<file path="src/rtl/iqdf_pkg.sv">
`timescale 1ns/1ps
package iqdf_pkg;

    // Slot marker: which half of an input pair the current edge belongs to.
    typedef enum logic {
        SLOT_I = 1'b0,
        SLOT_Q = 1'b1
    } slot_e;

    // Side information that travels with every bus word.
    typedef struct packed {
        logic to_i;    // steer word to I (1) or Q (0)
        logic invert;  // complement all data bits
        logic twos;    // word is two's complement coded
    } word_ctl_t;

    // Edges after a clear before the holding slots contain a complete pair:
    // capture, format, I slot write, Q slot write.
    localparam int unsigned PAIR_READY_EDGES = 4;

    // Two's complement to unsigned code differs only in the sign bit.
    function automatic logic sign_to_offset(input logic twos, input logic msb);
        return msb ^ twos;
    endfunction

endpackage

</file>
<file path="src/rtl/iqdf_capture.sv">
`timescale 1ns/1ps
module iqdf_capture
    import iqdf_pkg::*;
#(
    parameter int DW = 12
) (
    input  logic            clk,
    input  logic            clr,
    input  logic [DW-1:0]   din,
    input  word_ctl_t       ctl_in,
    output logic            word_vld,
    output logic            word_to_i,
    output logic [DW-1:0]   word_code
);

    logic [DW-1:0] raw_q;
    word_ctl_t     ctl_q;
    logic          raw_vld;
    logic [DW-1:0] code_d;

    // Stage 1: sample word and side bits on the rising edge.
    always_ff @(posedge clk) begin
        if (clr) begin
            raw_q   <= '0;
            ctl_q   <= '0;
            raw_vld <= 1'b0;
        end else begin
            raw_q   <= din;
            ctl_q   <= ctl_in;
            raw_vld <= 1'b1;
        end
    end

    // Inversion first, then coding conversion.
    always_comb begin
        code_d         = raw_q ^ {DW{ctl_q.invert}};
        code_d[DW-1]   = sign_to_offset(ctl_q.twos, code_d[DW-1]);
    end

    // Stage 2: formatted word with its steering bit.
    always_ff @(posedge clk) begin
        if (clr) begin
            word_vld  <= 1'b0;
            word_to_i <= 1'b0;
            word_code <= '0;
        end else begin
            word_vld  <= raw_vld;
            word_to_i <= ctl_q.to_i;
            word_code <= code_d;
        end
    end

endmodule

</file>
<file path="src/rtl/iqdf_steer.sv">
`timescale 1ns/1ps
module iqdf_steer
    import iqdf_pkg::*;
#(
    parameter int DW = 12
) (
    input  logic            clk,
    input  logic            clr,
    input  logic            word_vld,
    input  logic            word_to_i,
    input  logic [DW-1:0]   word_code,
    output logic            pair_vld,
    output logic [DW-1:0]   pair_i,
    output logic [DW-1:0]   pair_q
);

    localparam int FW = $clog2(PAIR_READY_EDGES + 1);
    localparam logic [FW-1:0] FILL_DONE = FW'(PAIR_READY_EDGES);
    localparam logic [DW-1:0] MID = {1'b1, {(DW-1){1'b0}}};

    slot_e         phase;
    logic [FW-1:0] fill;
    logic [DW-1:0] hold_i;
    logic [DW-1:0] hold_q;
    logic          ready;

    assign ready = (phase == SLOT_I) && (fill == FILL_DONE);

    // Slot phase and fill counter restart on every clear.
    always_ff @(posedge clk) begin
        if (clr) begin
            phase <= SLOT_I;
            fill  <= '0;
        end else begin
            phase <= (phase == SLOT_I) ? SLOT_Q : SLOT_I;
            if (fill != FILL_DONE) begin
                fill <= fill + 1'b1;
            end
        end
    end

    // Per-channel holding slots; a repeated steering value overwrites.
    always_ff @(posedge clk) begin
        if (clr) begin
            hold_i <= MID;
            hold_q <= MID;
        end else if (word_vld) begin
            if (word_to_i) begin
                hold_i <= word_code;
            end else begin
                hold_q <= word_code;
            end
        end
    end

    // Pair register, loaded once per two input clocks.
    always_ff @(posedge clk) begin
        if (clr) begin
            pair_vld <= 1'b0;
            pair_i   <= MID;
            pair_q   <= MID;
        end else begin
            pair_vld <= ready;
            if (ready) begin
                pair_i <= hold_i;
                pair_q <= hold_q;
            end
        end
    end

endmodule

</file>
<file path="src/rtl/iqdf_align.sv">
`timescale 1ns/1ps
module iqdf_align #(
    parameter int DW    = 12,
    parameter int DEPTH = 5
) (
    input  logic            clk,
    input  logic            clr,
    input  logic            in_vld,
    input  logic [DW-1:0]   in_i,
    input  logic [DW-1:0]   in_q,
    output logic            out_vld,
    output logic [DW-1:0]   out_i,
    output logic [DW-1:0]   out_q
);

    localparam logic [DW-1:0] MID = {1'b1, {(DW-1){1'b0}}};

    typedef struct packed {
        logic          vld;
        logic [DW-1:0] i;
        logic [DW-1:0] q;
    } tap_t;

    tap_t head;
    tap_t stage_q [DEPTH];

    assign head = '{vld: in_vld, i: in_i, q: in_q};

    for (genvar g = 0; g < DEPTH; g++) begin : g_tap
        tap_t src;
        if (g == 0) begin : g_first
            assign src = head;
        end else begin : g_next
            assign src = stage_q[g-1];
        end
        always_ff @(posedge clk) begin
            if (clr) begin
                stage_q[g] <= '{vld: 1'b0, i: MID, q: MID};
            end else begin
                stage_q[g] <= src;
            end
        end
    end

    assign out_vld = stage_q[DEPTH-1].vld;
    assign out_i   = stage_q[DEPTH-1].i;
    assign out_q   = stage_q[DEPTH-1].q;

endmodule

</file>
<file path="src/rtl/iq_dac_formatter.sv">
`timescale 1ns/1ps
module iq_dac_formatter
    import iqdf_pkg::*;
#(
    parameter int DW        = 12,
    parameter int I_LATENCY = 9
) (
    input  logic            clk,
    input  logic            rst,
    input  logic [DW-1:0]   bus_data,
    input  logic            bus_to_i,
    input  logic            bus_invert,
    input  logic            twos_fmt,
    input  logic            pwr_down,
    output logic [DW-1:0]   i_code,
    output logic [DW-1:0]   q_code,
    output logic            pair_vld
);

    // Pair register lands PAIR_READY_EDGES after the I sample; the rest
    // of the I latency is a plain delay line.
    localparam int ALIGN_DEPTH = I_LATENCY - PAIR_READY_EDGES;

    logic          clr;
    word_ctl_t     ctl_in;
    logic          word_vld;
    logic          word_to_i;
    logic [DW-1:0] word_code;
    logic          pr_vld;
    logic [DW-1:0] pr_i;
    logic [DW-1:0] pr_q;

    assign clr    = rst | pwr_down;
    assign ctl_in = '{to_i: bus_to_i, invert: bus_invert, twos: twos_fmt};

    iqdf_capture #(.DW(DW)) u_capture (
        .clk       (clk),
        .clr       (clr),
        .din       (bus_data),
        .ctl_in    (ctl_in),
        .word_vld  (word_vld),
        .word_to_i (word_to_i),
        .word_code (word_code)
    );

    iqdf_steer #(.DW(DW)) u_steer (
        .clk       (clk),
        .clr       (clr),
        .word_vld  (word_vld),
        .word_to_i (word_to_i),
        .word_code (word_code),
        .pair_vld  (pr_vld),
        .pair_i    (pr_i),
        .pair_q    (pr_q)
    );

    iqdf_align #(.DW(DW), .DEPTH(ALIGN_DEPTH)) u_align (
        .clk     (clk),
        .clr     (clr),
        .in_vld  (pr_vld),
        .in_i    (pr_i),
        .in_q    (pr_q),
        .out_vld (pair_vld),
        .out_i   (i_code),
        .out_q   (q_code)
    );

endmodule

</file>
<file path="config.mk">
export PLATFORM = sky130hd
export DESIGN_NAME = iq_dac_formatter
export DESIGN_NICKNAME = d
export VERILOG_FILES = /design/src/rtl/iqdf_pkg.sv /design/src/rtl/iqdf_capture.sv /design/src/rtl/iqdf_steer.sv /design/src/rtl/iqdf_align.sv /design/src/rtl/iq_dac_formatter.sv
export SDC_FILE = /design/constraint.sdc
export NUM_CORES = 1
export LEC_CHECK = 0
export ABC_AREA = 0
export BUFFER_PORTS_ARGS = -buffer_cell sky130_fd_sc_hd__buf_2
export CAP_MARGIN = 20
export CORE_MARGIN = 4
export CORE_UTILIZATION = 51
export CTS_BUF_LIST = sky130_fd_sc_hd__clkbuf_4 sky130_fd_sc_hd__clkbuf_8
export CTS_CLUSTER_SIZE = 20
export DETAILED_ROUTE_END_ITERATION = 7
export GPL_TIMING_DRIVEN = 1
export PLACE_DENSITY_LB_ADDON = 0.1
export SLEW_MARGIN = 20
export SYNTH_ARGS = -nofsm -noshare
export SYNTH_HDL_FRONTEND = slang
export SYNTH_SLANG_ARGS = --single-unit
</file>
<file path="constraint.sdc">
create_clock -name clk -period 1.62 [get_ports clk]
set_input_delay 0.162 -clock clk [delete_from_list [all_inputs] [get_ports clk]]
set_output_delay 0.162 -clock clk [all_outputs]
set_load 0.03 [all_outputs]
</file>
## After elaboration in Yosys (flattened, before gate mapping)

Memory sizes are Yosys's and may differ from the RTL's.
Cells that the tools add are included.

| cells by class | value |
|---|---|
| add/subtract/negate cells | 1 |
| equal/unequal tests | 2 |
| multiplexer cells | 9 |
| bitwise operators | 10 |
| reduce and logical (&&, ||, !) cells | 3 |

Operators with widths:

| kind | number |
|---|---|
| two-way mux 25 bit | 5 |
| bitwise XOR 12 bit | 1 |
| OR 1 bit | 6 |
| two-way mux 1 bit | 4 |
| AND reduction 2 bit | 2 |
| adder 3 x 1 -> 3 bit (second input constant) | 1 |
| == test 3 bit (second input constant) | 1 |
| inequality test 3 bit (second input constant) | 1 |
| inverter 1 bit | 2 |
| logical AND 1 bit | 1 |
| bitwise XOR 1 bit | 1 |

| word-level totals | value |
|---|---|
| register bits after elaboration | 83 |
| bits in writable memories | 125 |
| word-level logic and storage cells | 41 |
| memories kept | 1 |

Memory list:

| memory | depth | width | read ports | clocked after memory_dff | wr ports | RTL line | text |
|---|---|---|---|---|---|---|---|
| u_align.stage_q | 5 | 25 | 5 | 0 | 5 | iqdf_align.sv:25 | `tap_t stage_q [DEPTH];` |

## Longest topological paths before layout

| logic depth | value |
|---|---|
| depth in word-level cells | 4 |
| depth in mapped cells | 7 |

## Modules after synthesis

From an unflattened synthesis, not the netlist that was laid out.

| second synthesis, totals | value |
|---|---|
| cell total of the unflattened synthesis | 574 |
| area, all modules | 6145.9 µm² |

By module, submodules not included:

| module | instances | cells each | area an instance (µm²) | seq. area each (µm²) |
|---|---|---|---|---|
| iqdf_align | 1 | 263 | 3368.2 | 2502.4 |
| iqdf_steer | 1 | 234 | 1878.1 | 1061.0 |
| iqdf_capture | 1 | 76 | 893.4 | 600.6 |
| iq_dac_formatter | 1 | 1 | 6.3 | 0.0 |

## Least setup slack after synthesis

OpenSTA, ideal clock, no wires.

| timing | value |
|---|---|
| kind | reg-to-reg |
| start | register u_steer.fill[0] |
| end | register u_steer.pair_i[10] |
| setup time | 0.132 ns |
| data arrival time | 1.169 ns |
| required time | 1.488 ns |
| setup slack | 0.318 ns |
| stages on the path, launching flop included | 8 |
| buffers on the path | 2 |
| clock period less this slack | 1.302 ns |
| cells stage by stage | dfxtp_1 > inv_1 > ha_1 > and3b_1 > buf_2 > buf_4 > nand2_1 > a21oi_1 |

| on the way | value |
|---|---|
| longest elaborated chain between the ends | 2 |

RTL lines:

| element | RTL line | text |
|---|---|---|
| from (decl) | iqdf_steer.sv:22 | `logic [FW-1:0] fill;` |
| from (signal assigned) | iqdf_steer.sv:37 | `fill <= fill + 1'b1;` |
| == test 3 bit | iqdf_steer.sv:27 | `assign ready = (phase == SLOT_I) && (fill == FILL_DONE);` |
| logical AND 1 bit | iqdf_steer.sv:27 |  |
| to (signal assigned) | iqdf_steer.sv:65 | `pair_i <= hold_i;` |
| to (decl) | iqdf_steer.sv:13 | `output logic [DW-1:0] pair_i,` |

No other way between the ends.
A chain may end at the register's enable or synchronous reset.

## Final worst setup path

| timing | value |
|---|---|
| start | register u_steer.fill[0] |
| end | register u_steer.pair_q[7] |

| on the way | value |
|---|---|
| longest elaborated chain between the ends | 2 |

RTL lines:

| element | RTL line | text |
|---|---|---|
| == test 3 bit | iqdf_steer.sv:27 |  |
| logical AND 1 bit | iqdf_steer.sv:27 |  |
| to (signal assigned) | iqdf_steer.sv:66 | `pair_q <= hold_q;` |
| to (decl) | iqdf_steer.sv:14 | `output logic [DW-1:0] pair_q` |

No other way between the ends.

==> impl_metrics.py <==
metrics = {
    "logic_synthesis": {
        "synth_edf_count": 0,
        "synth_compound_area_share_pct": 3.82,
        "muxShareOfSynthArea_pct": 0,
        "yosys_warnings": 0,
        "syn-num-nets": 596,
        "synth-main-ff-cell": "dfxtp_1",
        "yosys.cell_types.count": 24,
        "synthAdderAreaFrac_pct": 0.404,
        "synth_area_per_cell_sq_um": 10.8,
        "yosysSeqAreaShare_pct": 67.2,
        "ys_ff_latch": 208,
        "syn-cell-area_sq_mm": 0.00619,
        "synth_xor_area_share_pct": 1.98,
        "synth_top_family_by_area": "simple AND/OR/NAND/NOR gates",
        "syn_inst": 576,
        "yosys.area_share.simple_pct": 22.3,
        "synthArstFlopShare_pct": 0,
    },
    "placement": {
        "port_buffers": 42,
        "place.gp.congestion": 0.720,
        "dpl-instance-area_sq_mm": 0.00641,
        "dpl.hpwl_microns": 4770,
        "pre_cts_ws_ps": -77.0,
        "dp_cells": 734,
    },
    "global_route": {
        "grt_max_degree": 76,
        "grt_pass1_vias": 3460,
        "grt_pass1_wl_microns": 14800,
        "antenna_found_initial": 0,
        "track_usage_pct": 12.1,
        "gr-total-overflow": 0,
    },
    "setup_path": {
        "r2r_setup_slack_ps": 160,
        "arrival_ps": 1850,
        "r2r-start": "u_steer.fill[0]",
        "cp-startpoint": "u_steer.fill[0]",
        "timing.critical_path.to": "u_steer.pair_q[7]",
        "r2r-end": "u_steer.pair_q[7]",
        "crit_type": "reg2reg",
        "path_max_fanout": 24,
        "required_ps": 2000,
        "r2r_cells": 5,
        "cp-start-kind": "flop",
        "end_kind": "flop",
    },
    "power": {
        "p_leak_nw": 2.92,
        "power.density_mw_per_mm2": 1330,
        "ir_drop_mv": 0.653,
        "finalPower_mw": 9.67,
    },
    "clocking": {
        "cts.sinks": 208,
        "numCtsBuffers": 34,
        "clockBufferDepth": 3,
        "postCtsSetupBuffers": 0,
        "cts_max_level": 2,
        "clk-insertion-delay-late_ps": 470,
        "clkTransAtPathRegs_ps": 60,
        "cts_tree": "yes",
        "cts-root-buf": "clkbuf_8",
    },
    "die": {
        "initial_core_util_pct": 53.1,
        "die_y_microns": 118,
        "coreArea_sq_mm": 0.0117,
        "die_x_microns": 118,
        "row_count": 39,
        "die-area_sq_mm": 0.0140,
        "ioPinCount": 43,
    },
    "flow_run": {
        "cap_violations": 0,
    },
    "final_layout": {
        "drive_gt1_share_pct": 16.0,
        "area_growth_pct": 17.1,
        "final_util_pct": 62.2,
        "antenna_cells": 0,
        "design_area_sq_mm": 0.00726,
        "stdcell_count": 806,
        "layout_commonest_cell": "dfxtp_1",
        "fin_nets": 665,
        "final_cell_mix": "dfxtp_1 (208), and2_1 (133), nand2_1 (99)",
    },
    "sta": {
        "finalCriticalPeriod_ps": 1460,
        "setup_viol": 0,
        "hold_viol": 0,
        "rsz0062_at_grt": "false",
        "fmax_ghz": 0.685,
        "maxSlewViolCount": 0,
        "finalClockSkew_ps": 13.9,
        "worst_slew_pin_slew_ps": 569,
        "layout_setup_ws_ps": 159,
        "fin_setup_tns_ps": 0,
        "maxSlewHeadroom_pct": 62.1,
        "holdWs_ps": 401,
        "period_share_pct": 90.2,
    },
    "route": {
        "drt_pass1_iterations": 4,
        "route.detailed.drc": 0,
        "drt-wirelength-per-cell_microns": 10.3,
        "final_antenna_net_count": 0,
        "vias_per_cell": 4.45,
        "num_vias": 3584,
        "drtIter0Drc": 246,
        "wl_microns": 8270,
    },
    "worst_hold_path": {
        "hold_depth": 1,
        "hold_path_class": "reg2reg",
    },
    "status": {
        "status": "finished clean",
    },
}
==> how the worst min path moves through the flow <==
stage | startpoint | to | slack [ps]
3_3_place_gp | bus_invert | u_capture.ctl_q[1] | 360
4_1_cts | bus_data[1] | u_capture.raw_q[1] | 400
6_report | u_align.stage_q[2][23] | u_align.stage_q[3][23] | 400
5_1_grt | u_align.stage_q[2][23] | u_align.stage_q[3][23] | 410
3_5_place_dp | bus_data[11] | u_capture.raw_q[11] | 360
2_1_floorplan | twos_fmt | u_capture.ctl_q[0] | 280
==> sequential cells by signal, summed over array words and instances, names as in the netlist, 3 cells and up <==
register / count
u_capture.word_code: 12
u_capture.ctl_q: 3
u_capture.raw_q: 12
u_steer.hold_i: 12
u_steer.fill: 3
u_steer.hold_q: 12
u_steer.pair_i: 12
u_align.stage_q: 125
u_steer.pair_q: 12
==> metal layers <==
layer | wire length, microns | global-route usage, %
met1 | 3780 | 14.1
met2 | 3950 | 20.8
met3 | 440 | 3.63
met4 | 101 | 5.05
met5 | 0 | 0
==> cells by family (layout without fill, tap and decap cells) <==
logic type / Yosys count / after routing
AND/OR/NAND/NOR: 267 / 267
flip-flops: 208 / 208
AO/OA/AOI/OAI: 47 / 47
buffers and inverters: 38 / 125
XOR/XNOR: 14 / 14
adder cells (fa/ha/maj): 2 / 2
==> synth_stat cells (5+ instances only) <==
library cell	count	share of area (%)
and2_1	133	13
buf_6	12	2.2
nand2_1	99	6.0
a21oi_1	45	3.6
nor2_1	15	0.91
xnor2_1	13	1.8
buf_2	6	0.48
clkbuf_1	12	0.73
or3_1	10	1.0
dfxtp_1	208	67
nand3_1	5	0.40
==> final cells by class <==
type,instances,area [sq um]
clock buffers,53,654
clock inverters,1,7.51
fillers,946,4410
inverters,4,16.3
multi-input cells,330,1770
flip-flops and latches,208,4160
well taps,143,179
repair buffers,67,468
==> worst max-delay path, cell delays in order (launching register included) <==
cell and delay [ps]:
dfxtp_1 330, inv_1 70, ha_1 220, and3b_2 480, nand2_1 130, a21oi_1 130
==> what timing repair did <==
action,in CTS,in global routing
hold endpoints to repair,25,0
hold buffers,18,0
endpoints found under the setup margin,23,0
gates resized for setup,1,0
==> power by group <==
group | total, mW | internal, mW | switching [mW]
Combinational | 0.192 | 0.0901 | 0.102
Sequential | 5.16 | 5.15 | 0.0145
Clock | 4.32 | 2.54 | 1.78
Total | 9.67 | 7.78 | 1.89
No activity file was read; power rests on OpenSTA's default activity.
